File: src/rtl/ipi_pkg.sv
package ipi_pkg;
  localparam int CMD_W    = 32;
  localparam int TYPE_LO  = 16;
  localparam int CPU_LO   = 8;
  localparam int CPU_FW   = 5;
  localparam int VEC_LO   = 0;
  localparam int VEC_W    = 6;
  localparam logic [VEC_W-1:0] POR_CODE = 6'h01;

  typedef enum logic [1:0] {
    ACT_POST   = 2'd0,
    ACT_RESET  = 2'd1,
    ACT_HALT   = 2'd2,
    ACT_RESUME = 2'd3
  } act_e;

  typedef struct packed {
    act_e              act;
    logic [CPU_FW-1:0] tgt;
    logic [VEC_W-1:0]  vec;
  } cmd_t;

  function automatic cmd_t unpack_cmd(input logic [CMD_W-1:0] w);
    cmd_t c;
    c.act = act_e'(w[TYPE_LO +: 2]);
    c.tgt = w[CPU_LO +: CPU_FW];
    c.vec = w[VEC_LO +: VEC_W];
    return c;
  endfunction

  function automatic logic tgt_present(input logic [CPU_FW-1:0] tgt,
                                       input int unsigned count,
                                       input int unsigned max_cpus);
    return (int'(tgt) < int'(count)) && (int'(tgt) < int'(max_cpus));
  endfunction
endpackage

File: src/rtl/ipi_decode.sv
module ipi_decode
  import ipi_pkg::*;
#(
  parameter int MAX_CPUS = 32,
  parameter int CNT_W    = $clog2(MAX_CPUS + 1)
) (
  input  logic              cmd_we,
  input  logic [CMD_W-1:0]  cmd_word,
  input  logic [CNT_W-1:0]  cpu_count,
  output logic              fire,
  output act_e              act,
  output logic [CPU_FW-1:0] tgt,
  output logic [VEC_W-1:0]  vec,
  output logic              bad_reset
);
  cmd_t c;
  logic in_range;
  logic code_ok;

  always_comb begin
    c        = unpack_cmd(cmd_word);
    act      = c.act;
    tgt      = c.tgt;
    vec      = c.vec;
    in_range = tgt_present(c.tgt, int'(cpu_count), MAX_CPUS);
    code_ok  = (c.act != ACT_RESET) || (c.vec == POR_CODE);
    fire     = cmd_we && in_range && code_ok;
    bad_reset = cmd_we && in_range && !code_ok;
  end
endmodule

File: src/rtl/ipi_strobe_gen.sv
module ipi_strobe_gen
  import ipi_pkg::*;
#(
  parameter int MAX_CPUS = 32
) (
  input  logic                clk,
  input  logic                rst_n,
  input  logic                fire,
  input  act_e                act,
  input  logic [CPU_FW-1:0]   tgt,
  input  logic [VEC_W-1:0]    vec,
  input  logic                bad_reset,
  output logic [MAX_CPUS-1:0] int_post,
  output logic [MAX_CPUS-1:0] cpu_reset,
  output logic [MAX_CPUS-1:0] cpu_halt,
  output logic [MAX_CPUS-1:0] cpu_resume,
  output logic [CPU_FW-1:0]   out_cpu,
  output logic [VEC_W-1:0]    out_vec,
  output logic                err_bad_reset
);
  for (genvar i = 0; i < MAX_CPUS; i++) begin : g_cpu
    logic hit;
    assign hit = fire && (tgt == CPU_FW'(i));
    always_ff @(posedge clk) begin
      if (!rst_n) begin
        int_post[i]   <= 1'b0;
        cpu_reset[i]  <= 1'b0;
        cpu_halt[i]   <= 1'b0;
        cpu_resume[i] <= 1'b0;
      end else begin
        int_post[i]   <= hit && (act == ACT_POST);
        cpu_reset[i]  <= hit && (act == ACT_RESET);
        cpu_halt[i]   <= hit && (act == ACT_HALT);
        cpu_resume[i] <= hit && (act == ACT_RESUME);
      end
    end
  end

  always_ff @(posedge clk) begin
    if (!rst_n) begin
      out_cpu       <= '0;
      out_vec       <= '0;
      err_bad_reset <= 1'b0;
    end else begin
      err_bad_reset <= bad_reset;
      if (fire) begin
        out_cpu <= tgt;
        out_vec <= (act == ACT_POST) ? vec : '0;
      end
    end
  end
endmodule

File: src/rtl/ipi_park_track.sv
module ipi_park_track
  import ipi_pkg::*;
#(
  parameter int MAX_CPUS = 32
) (
  input  logic                clk,
  input  logic                rst_n,
  input  logic                fire,
  input  act_e                act,
  input  logic [CPU_FW-1:0]   tgt,
  output logic [MAX_CPUS-1:0] parked
);
  for (genvar i = 0; i < MAX_CPUS; i++) begin : g_park
    logic hit;
    assign hit = fire && (tgt == CPU_FW'(i));
    always_ff @(posedge clk) begin
      if (!rst_n) begin
        parked[i] <= 1'b0;
      end else if (hit) begin
        unique case (act)
          ACT_HALT:              parked[i] <= 1'b1;
          ACT_RESET, ACT_RESUME: parked[i] <= 1'b0;
          default:               parked[i] <= parked[i];
        endcase
      end
    end
  end
endmodule

File: src/rtl/ipi_dispatcher.sv
module ipi_dispatcher
  import ipi_pkg::*;
#(
  parameter int MAX_CPUS = 32,
  parameter int CNT_W    = $clog2(MAX_CPUS + 1)
) (
  input  logic                clk,
  input  logic                rst_n,
  input  logic                cmd_we,
  input  logic [CMD_W-1:0]    cmd_word,
  input  logic [CNT_W-1:0]    cpu_count,
  output logic [MAX_CPUS-1:0] int_post,
  output logic [MAX_CPUS-1:0] cpu_reset,
  output logic [MAX_CPUS-1:0] cpu_halt,
  output logic [MAX_CPUS-1:0] cpu_resume,
  output logic [CPU_FW-1:0]   out_cpu,
  output logic [VEC_W-1:0]    out_vec,
  output logic                err_bad_reset,
  output logic [MAX_CPUS-1:0] parked
);
  logic              cmd_fire;
  act_e              cmd_act;
  logic [CPU_FW-1:0] cmd_tgt;
  logic [VEC_W-1:0]  cmd_vec;
  logic              cmd_bad_reset;

  ipi_decode #(.MAX_CPUS(MAX_CPUS), .CNT_W(CNT_W)) u_decode (
    .cmd_we    (cmd_we),
    .cmd_word  (cmd_word),
    .cpu_count (cpu_count),
    .fire      (cmd_fire),
    .act       (cmd_act),
    .tgt       (cmd_tgt),
    .vec       (cmd_vec),
    .bad_reset (cmd_bad_reset)
  );

  ipi_strobe_gen #(.MAX_CPUS(MAX_CPUS)) u_strobe (
    .clk           (clk),
    .rst_n         (rst_n),
    .fire          (cmd_fire),
    .act           (cmd_act),
    .tgt           (cmd_tgt),
    .vec           (cmd_vec),
    .bad_reset     (cmd_bad_reset),
    .int_post      (int_post),
    .cpu_reset     (cpu_reset),
    .cpu_halt      (cpu_halt),
    .cpu_resume    (cpu_resume),
    .out_cpu       (out_cpu),
    .out_vec       (out_vec),
    .err_bad_reset (err_bad_reset)
  );

  ipi_park_track #(.MAX_CPUS(MAX_CPUS)) u_park (
    .clk    (clk),
    .rst_n  (rst_n),
    .fire   (cmd_fire),
    .act    (cmd_act),
    .tgt    (cmd_tgt),
    .parked (parked)
  );
endmodule

File: config.mk
export PLATFORM = sky130hd
export DESIGN_NAME = ipi_dispatcher
export DESIGN_NICKNAME = d
export VERILOG_FILES = /design/src/rtl/ipi_pkg.sv /design/src/rtl/ipi_decode.sv /design/src/rtl/ipi_strobe_gen.sv /design/src/rtl/ipi_park_track.sv /design/src/rtl/ipi_dispatcher.sv
export SDC_FILE = /design/constraint.sdc
export NUM_CORES = 1
export LEC_CHECK = 0
export ABC_CLOCK_PERIOD_IN_PS = 5050
export BUFFER_PORTS_ARGS = -buffer_cell sky130_fd_sc_hd__buf_2
export CAP_MARGIN = 30
export CORE_MARGIN = 1.5
export CORE_UTILIZATION = 51
export CTS_CLUSTER_DIAMETER = 200
export DETAILED_ROUTE_END_ITERATION = 10
export PLACE_DENSITY = 0.84
export SLEW_MARGIN = 25
export SYNTH_ARGS = -nofsm -noshare
export SYNTH_HDL_FRONTEND = slang
export SYNTH_SLANG_ARGS = --single-unit
File: constraint.sdc
create_clock -name clk -period 5.05 [get_ports clk]
set_input_delay 1.2625 -clock clk [delete_from_list [all_inputs] [get_ports clk]]
set_output_delay 1.2625 -clock clk [all_outputs]
set_load 0.01 [all_outputs]
==> results of run 1 <==
## power by group through the flow
stage	logic, mW	registers, mW	clock network (mW)
after floorplan	0.0911	1.41	0
final	0.143	1.37	1.30
after global routing	0.155	1.37	1.37
after CTS	0.138	1.37	1.31
after detailed placement	0.138	1.40	0
after global placement	0.132	1.40	0
## worst paths after layout
path	start	endpoint	slack, ps	cells after the start
max	cmd_word[12]	u_strobe.cpu_reset[17]	1730	7
min	u_strobe.out_cpu[3]	u_strobe.out_cpu[3]	460	2
max reg2reg	u_park.parked[7]	u_park.parked[7]	4250	2
min reg2reg	u_strobe.out_cpu[3]	u_strobe.out_cpu[3]	460	2
## worst reg2reg max path, delay by kind of cell (launching register included)
family,cells,cell delay (ps)
AND/OR/NAND/NOR,1,300
flip-flops,1,340
AO/OA/AOI/OAI,1,60
## area by class of cell
| cell class | count | area (sq um) |
|---|---|---|
| clock buffer | 17 | 414 |
| clock inverter | 15 | 193 |
| fill | 817 | 3260 |
| inverter | 6 | 22.5 |
| multi-input combinational | 353 | 1700 |
| sequential | 172 | 3440 |
| tap | 136 | 170 |
| timing repair buffer | 200 | 1030 |
## Yosys cell counts (2+ instances only)
master	n	area share
and2_0	2	0.0023
a21oi_1	13	0.012
o221a_2	3	0.0063
o21ai_0	4	0.0037
buf_6	5	0.011
clkbuf_1	13	0.0091
nor2b_1	3	0.0035
dfxtp_1	172	0.64
nand3b_1	2	0.0028
nand3_1	5	0.0047
ha_1	4	0.0094
a31oi_1	29	0.034
buf_4	2	0.0028
nor2_1	147	0.10
nor3_1	49	0.046
nor3b_1	3	0.0042
nand2_1	66	0.046
o211a_1	2	0.0037
nor4_1	3	0.0035
buf_2	11	0.010
inv_1	6	0.0042
and3_1	5	0.0059
nand2b_1	2	0.0023
## layer usage
layer	vias to the layer above	global-route usage
met5	-	0
met2	245	0.462
met4	0	0.0939
li1	2234	-
met1	2244	0.332
met3	20	0.0717
## registers in the layout (all words and copies together), names as in the netlist
register and count:
u_park.parked 32, u_strobe.err_bad_reset 1, u_strobe.int_post 32, u_strobe.cpu_reset 32, u_strobe.cpu_resume 32, u_strobe.out_vec 6, u_strobe.out_cpu 5, u_strobe.cpu_halt 32
## per-stage QoR
stage / util / hold WS, ps / total power, mW / setup slack [ps] / std cells
5_1_grt: 0.681 / 487 / 2.89 / 1600 / 899
6_report: 0.681 / 457 / 2.81 / 1730 / 899
3_3_place_gp: 0.619 / 443 / 1.53 / 1320 / 865
4_1_cts: 0.679 / 460 / 2.82 / 1790 / 898
3_5_place_dp: 0.620 / 450 / 1.54 / 1240 / 866
2_1_floorplan: - / 481 / 1.50 / 2140 / 563
## logic make-up (layout without fill, tap and decap cells)
group           count (synthesis)  count (layout)  synth area share
compound gates                 57              57            0.0744
fa+ha+maj                       4               4           0.00936
buf+inv                        38             238            0.0407
flops                         172             172             0.644
simple gates                  292             292             0.231
==> impl_results.md, run 1 <==
- Status: finished clean
- H-tree lvl count: 4
- Max Root-Sink Buffers: 2
- Clk_lat worst skew: 530 ps
- Crit end category: register
- Setup Viol. Count Final: 0
- Pins Over Slew Limit: 0
- Net Sw Frac: 0.253
- Post-Syn Instances: 563
- Cell Pwr Density: 403 nW/um^2
- Post-Synthesis Cell Area: around 5300 sq um
- Most frequent cells in the layout: buf_2, dfxtp_1, nor2_1
- Die Span Y: 105 um
- P&R area growth vs syn: 30.4%
- Total Nets Final: 795
- Starting density of the core: 0.523
- Switching power: 712 uW
- Worst setup SP type: input port
- Post-Layout Inst Area: 6970 sq um
- Global route overflow: 0
- Worst clock skew: 0 ps
- Vias/cell: 5.28
- Share of cells above drive strength 1: 0.318
- #FFs+latches synth: 172
- Worst Path Arrival: 3770 ps
- DIE WIDTH: approximately 110 um
- Met2 WL: 7.53 mm
- Critical setup path kind: in2reg
- Max incr delay on CP: around 700 ps
- CTS tree: done
- Uppermost layer routed: met4
- DRT Pass-1 Iters: 5
- Top FF cell, synth: dfxtp_1
- Critical Path RT: 5490 ps
- Vias: 4743
- DR DRC count: 0
- Die area: approximately 11000 sq um
- Power Internal: 2.10 mW
- Num Clock Sinks: 172
- Sequential share of power: 0.488
- Setup_tns: 0 ps
- Core Area: 10200 sq um
- Hold Vio Cnt, Final: 0
- Routed WL: 15.0 mm
- Vias in the first global route: roughly 4.5k
- Period minus WS final: 3320 ps
- Sequential fraction of the synthesis area: 0.644
- Initial antenna violation count: 0
- CTS buffer count: 17
- Syn nets: 608
- Slowest cell on the critical path: a221oi_4
- CTS-repair resized insts: 0
- Avg Cell Area, Syn: 9.50 sq um
- Max VDD drop: 0.192 mV
- Row cnt: 37
- Final ANT Viol Nets: 0
- Async SR Flop Fraction: 0
- Crit path max fanout: 17
- Postcts setup bufs: 0
- Max_cap viols: 0
- Hold Path Class: reg2reg
- Clock-pin slew on the worst setup and hold paths: about 70 ps
- Clock power frac: 0.461
- Drt wl/cell: ~17 um
- EDFF count, synth: 0
- Buf/Inv on CP: 1
- Hold-fix buffers, CTS: 0
- Tot GR Track Use: 0.271
- Synthesis warning total: 0
- DP Area: approximately 6300 sq um
- Fmax: 301 MHz
- Leading cell type in the layout, fill and taps excluded: buf_2
- Post-synth cell types: 35
- # diodes: 0
- Worst slew margin: 0.336
- First-pass GRT wire length: ~23 mm
- Logic pwr share: 0.051
- IO Pins: 213
- RSZ-0062 raised after global routing: no
- WL met3: 1.15 mm
- Delay-heaviest family, CP: simple AND/OR/NAND/NOR gates
- Clock Tree Root: clkbuf_8
- Slew @ Worst Pin: 996 ps
- Port Buffer Count: 193
- Largest net degree at the start of global routing: 35
- Static power due to leakage: 3.16 nW
- Worst-path cell chain: buf_2 -> ha_1 -> nor2b_1 -> and3_1 -> a221oi_4 -> nand2_1 -> nor2_1
- Post-DP HPWL: 10.2 mm
- M1 WL: 6.11 mm
- RePlAce Congestion: 0.832
- DR iter-0 viols: around 460
- Final worst path period share: 0.658
No activity file was read; power rests on OpenSTA's default activity.
==> run 2, diff against run 1 <==
--- a/config.mk
+++ b/config.mk
@@ -5,14 +5,14 @@
 export SDC_FILE = /design/constraint.sdc
 export NUM_CORES = 1
 export LEC_CHECK = 0
-export ABC_CLOCK_PERIOD_IN_PS = 5050
+export ABC_CLOCK_PERIOD_IN_PS = 3300
 export BUFFER_PORTS_ARGS = -buffer_cell sky130_fd_sc_hd__buf_2
 export CAP_MARGIN = 30
 export CORE_MARGIN = 1.5
-export CORE_UTILIZATION = 51
+export CORE_UTILIZATION = 48
 export CTS_CLUSTER_DIAMETER = 200
 export DETAILED_ROUTE_END_ITERATION = 10
-export PLACE_DENSITY = 0.84
+export PLACE_DENSITY = 0.8
 export SLEW_MARGIN = 25
 export SYNTH_ARGS = -nofsm -noshare
 export SYNTH_HDL_FRONTEND = slang
==> constraint.sdc (replaced) <==
create_clock -name clk -period 3.3 [get_ports clk]
set_input_delay 0.825 -clock clk [delete_from_list [all_inputs] [get_ports clk]]
set_output_delay 0.825 -clock clk [all_outputs]
set_load 0.01 [all_outputs]
==> run 2 against run 1 <==
  * Power is 48% higher
  * Critical path depth is 1 higher
  * Clock-buffer cell count is 1 higher
  * Clock power is 42% higher
  * Sequential share of layout area is 0.14 points higher
  * Design area is 0.29% lower
==> impl_results.md, run 2 (synthesis gave the netlist of run 1 again) <==
- RePlAce Congestion: 0.832
- Final Non-Filler Cells: 908
- DIE WIDTH: 109 um
- Cells on worst reg2reg path: 2
- Critical path depth in cells: 8
- Max_cap viols: 0
- DR iter-0 viols: roughly 370
- Vias in the first global route: between 4k and 5k
- Buf/Inv on CP: 2
- Worst slew margin: 0.453
- Hold Path Class: reg2reg
- CTS-repair resized insts: 0
- Share of cells above drive strength 1: 0.322
- Core Area: 10800 sq um
- Final ANT Viol Nets: 0
- H-tree lvl count: 4
- Crit path max fanout: 15
- Starting density of the core: 0.493
- CP startpoint: cmd_word[11]
- Num Clock Sinks: 172
- Total Nets Final: 800
- Delay-heaviest family, CP: compound AO/OA/AOI/OAI gates
- Port Buffer Count: between 150 and 200
- Largest net degree at the start of global routing: 35
- R2R setup slack: 2580 ps
- Clk_lat worst skew: between 500 and 600 ps
- # diodes: 0
- Most frequent cells in the layout: buf_2, dfxtp_1, nor2_1
- Worst clock skew: 0 ps
- Setup_tns: 0 ps
- Setup Viol. Count Final: 0
- Critical setup path kind: in2reg
- Critical Path RT: 3760 ps
- Static power due to leakage: 3.15 nW
- Min-Delay Path Depth: 2
- Tot GR Track Use: 0.253
- Die Span Y: 109 um
- Slew @ Worst Pin: 814 ps
- Hold-fix buffers, CTS: 0
- Worst Hold End: u_strobe.out_cpu[4]
- Leading cell type in the layout, fill and taps excluded: buf_2
- Routed WL: between 10 and 15 mm
- FF-to-FF Start: u_park.parked[10]
- Crit end category: register
- Postcts setup bufs: 0
- Clock Tree Root: clkbuf_8
- Max incr delay on CP: 360 ps
- Post-DP HPWL: around 11 mm
- Max Root-Sink Buffers: 2
- Reg-to-reg endpoint: u_park.parked[10]
- Hold Vio Cnt, Final: 0
- RSZ-0062 raised after global routing: no
- Fmax: 412 MHz
- Hold Worst Slack: 459 ps
- Pins Over Slew Limit: 0
- First-pass GRT wire length: 22.6 mm
- Initial antenna violation count: 0
- Worst-path cell chain: buf_2 -> ha_1 -> a21oi_1 -> o211ai_1 -> a221oi_4 -> buf_4 -> nand2_1 -> nor2_1
- DRT Pass-1 Iters: 5
- Cell Pwr Density: 600 nW/um^2
- CTS buffer count: 17
- Vias/cell: 5.19
- Clock-pin slew on the worst setup and hold paths: 70 ps
- Final worst path period share: 0.736
- Period minus WS final: 2430 ps
- IO Pins: 213
- Slowest cell on the critical path: a221oi_4
- Max VDD drop: 0.355 mV
- Fin util: 0.641
- Global route overflow: 0
- Row cnt: 38
- P&R area growth vs syn: 30.0%
- CTS tree: done
- Dpl cells: 876
- DR DRC count: 0
- Drt wl/cell: 16.3 um
- Status: finished clean
- Worst setup SP type: input port
- Worst Path Arrival: 2890 ps
- Die area: about 12000 sq um
- Vias: 4713
- Hold path start: u_strobe.out_cpu[4]
==> run 2: layout make-up <==
class	count	area, sq um
inverter	6	22.5
multi-input combinational	353	1690
sequential	172	3440
clock buffer	18	418
tap	140	175
timing repair buffer	205	1060
fill	884	3890
clock inverter	14	143
==> run 2: worst min-delay path: stages (launching register included) <==
cell     delay [ps]
dfxtp_1         310
nand2_1          50
a21oi_1          50
==> run 2: where the power goes <==
group	internal (mW)	total, mW	switching, mW
logic	0.0652	0.221	0.155
clock network	0.967	1.85	0.882
registers	2.09	2.10	0.00783
total	3.12	4.17	1.04
==> run 2: worst max path at each step <==
stage	to	slack [ps]
after floorplan	u_park.parked[7]	830
after global placement	u_strobe.int_post[17]	420
after detailed placement	u_strobe.cpu_resume[17]	330
after CTS	u_strobe.cpu_resume[18]	900
after global routing	u_strobe.int_post[17]	730
final	u_strobe.cpu_reset[18]	870
==> run 2: per-layer routing <==
metal / GRT usage / routed length, um / vias up
li1: - / - / 2242
met1: 0.300 / 5880 / 2161
met2: 0.430 / 7220 / 284
met3: 0.0723 / 1470 / 26
met4: 0.103 / 268 / 0
met5: 0 / 0 / -
==> run 2: stage by stage <==
step,worst slack (ps),power (mW),area (sq um)
after floorplan,831,2.29,5350
after global placement,417,2.36,6390
after detailed placement,329,2.36,6390
after CTS,898,4.19,6950
after global routing,728,4.30,6950
final,872,4.17,6950
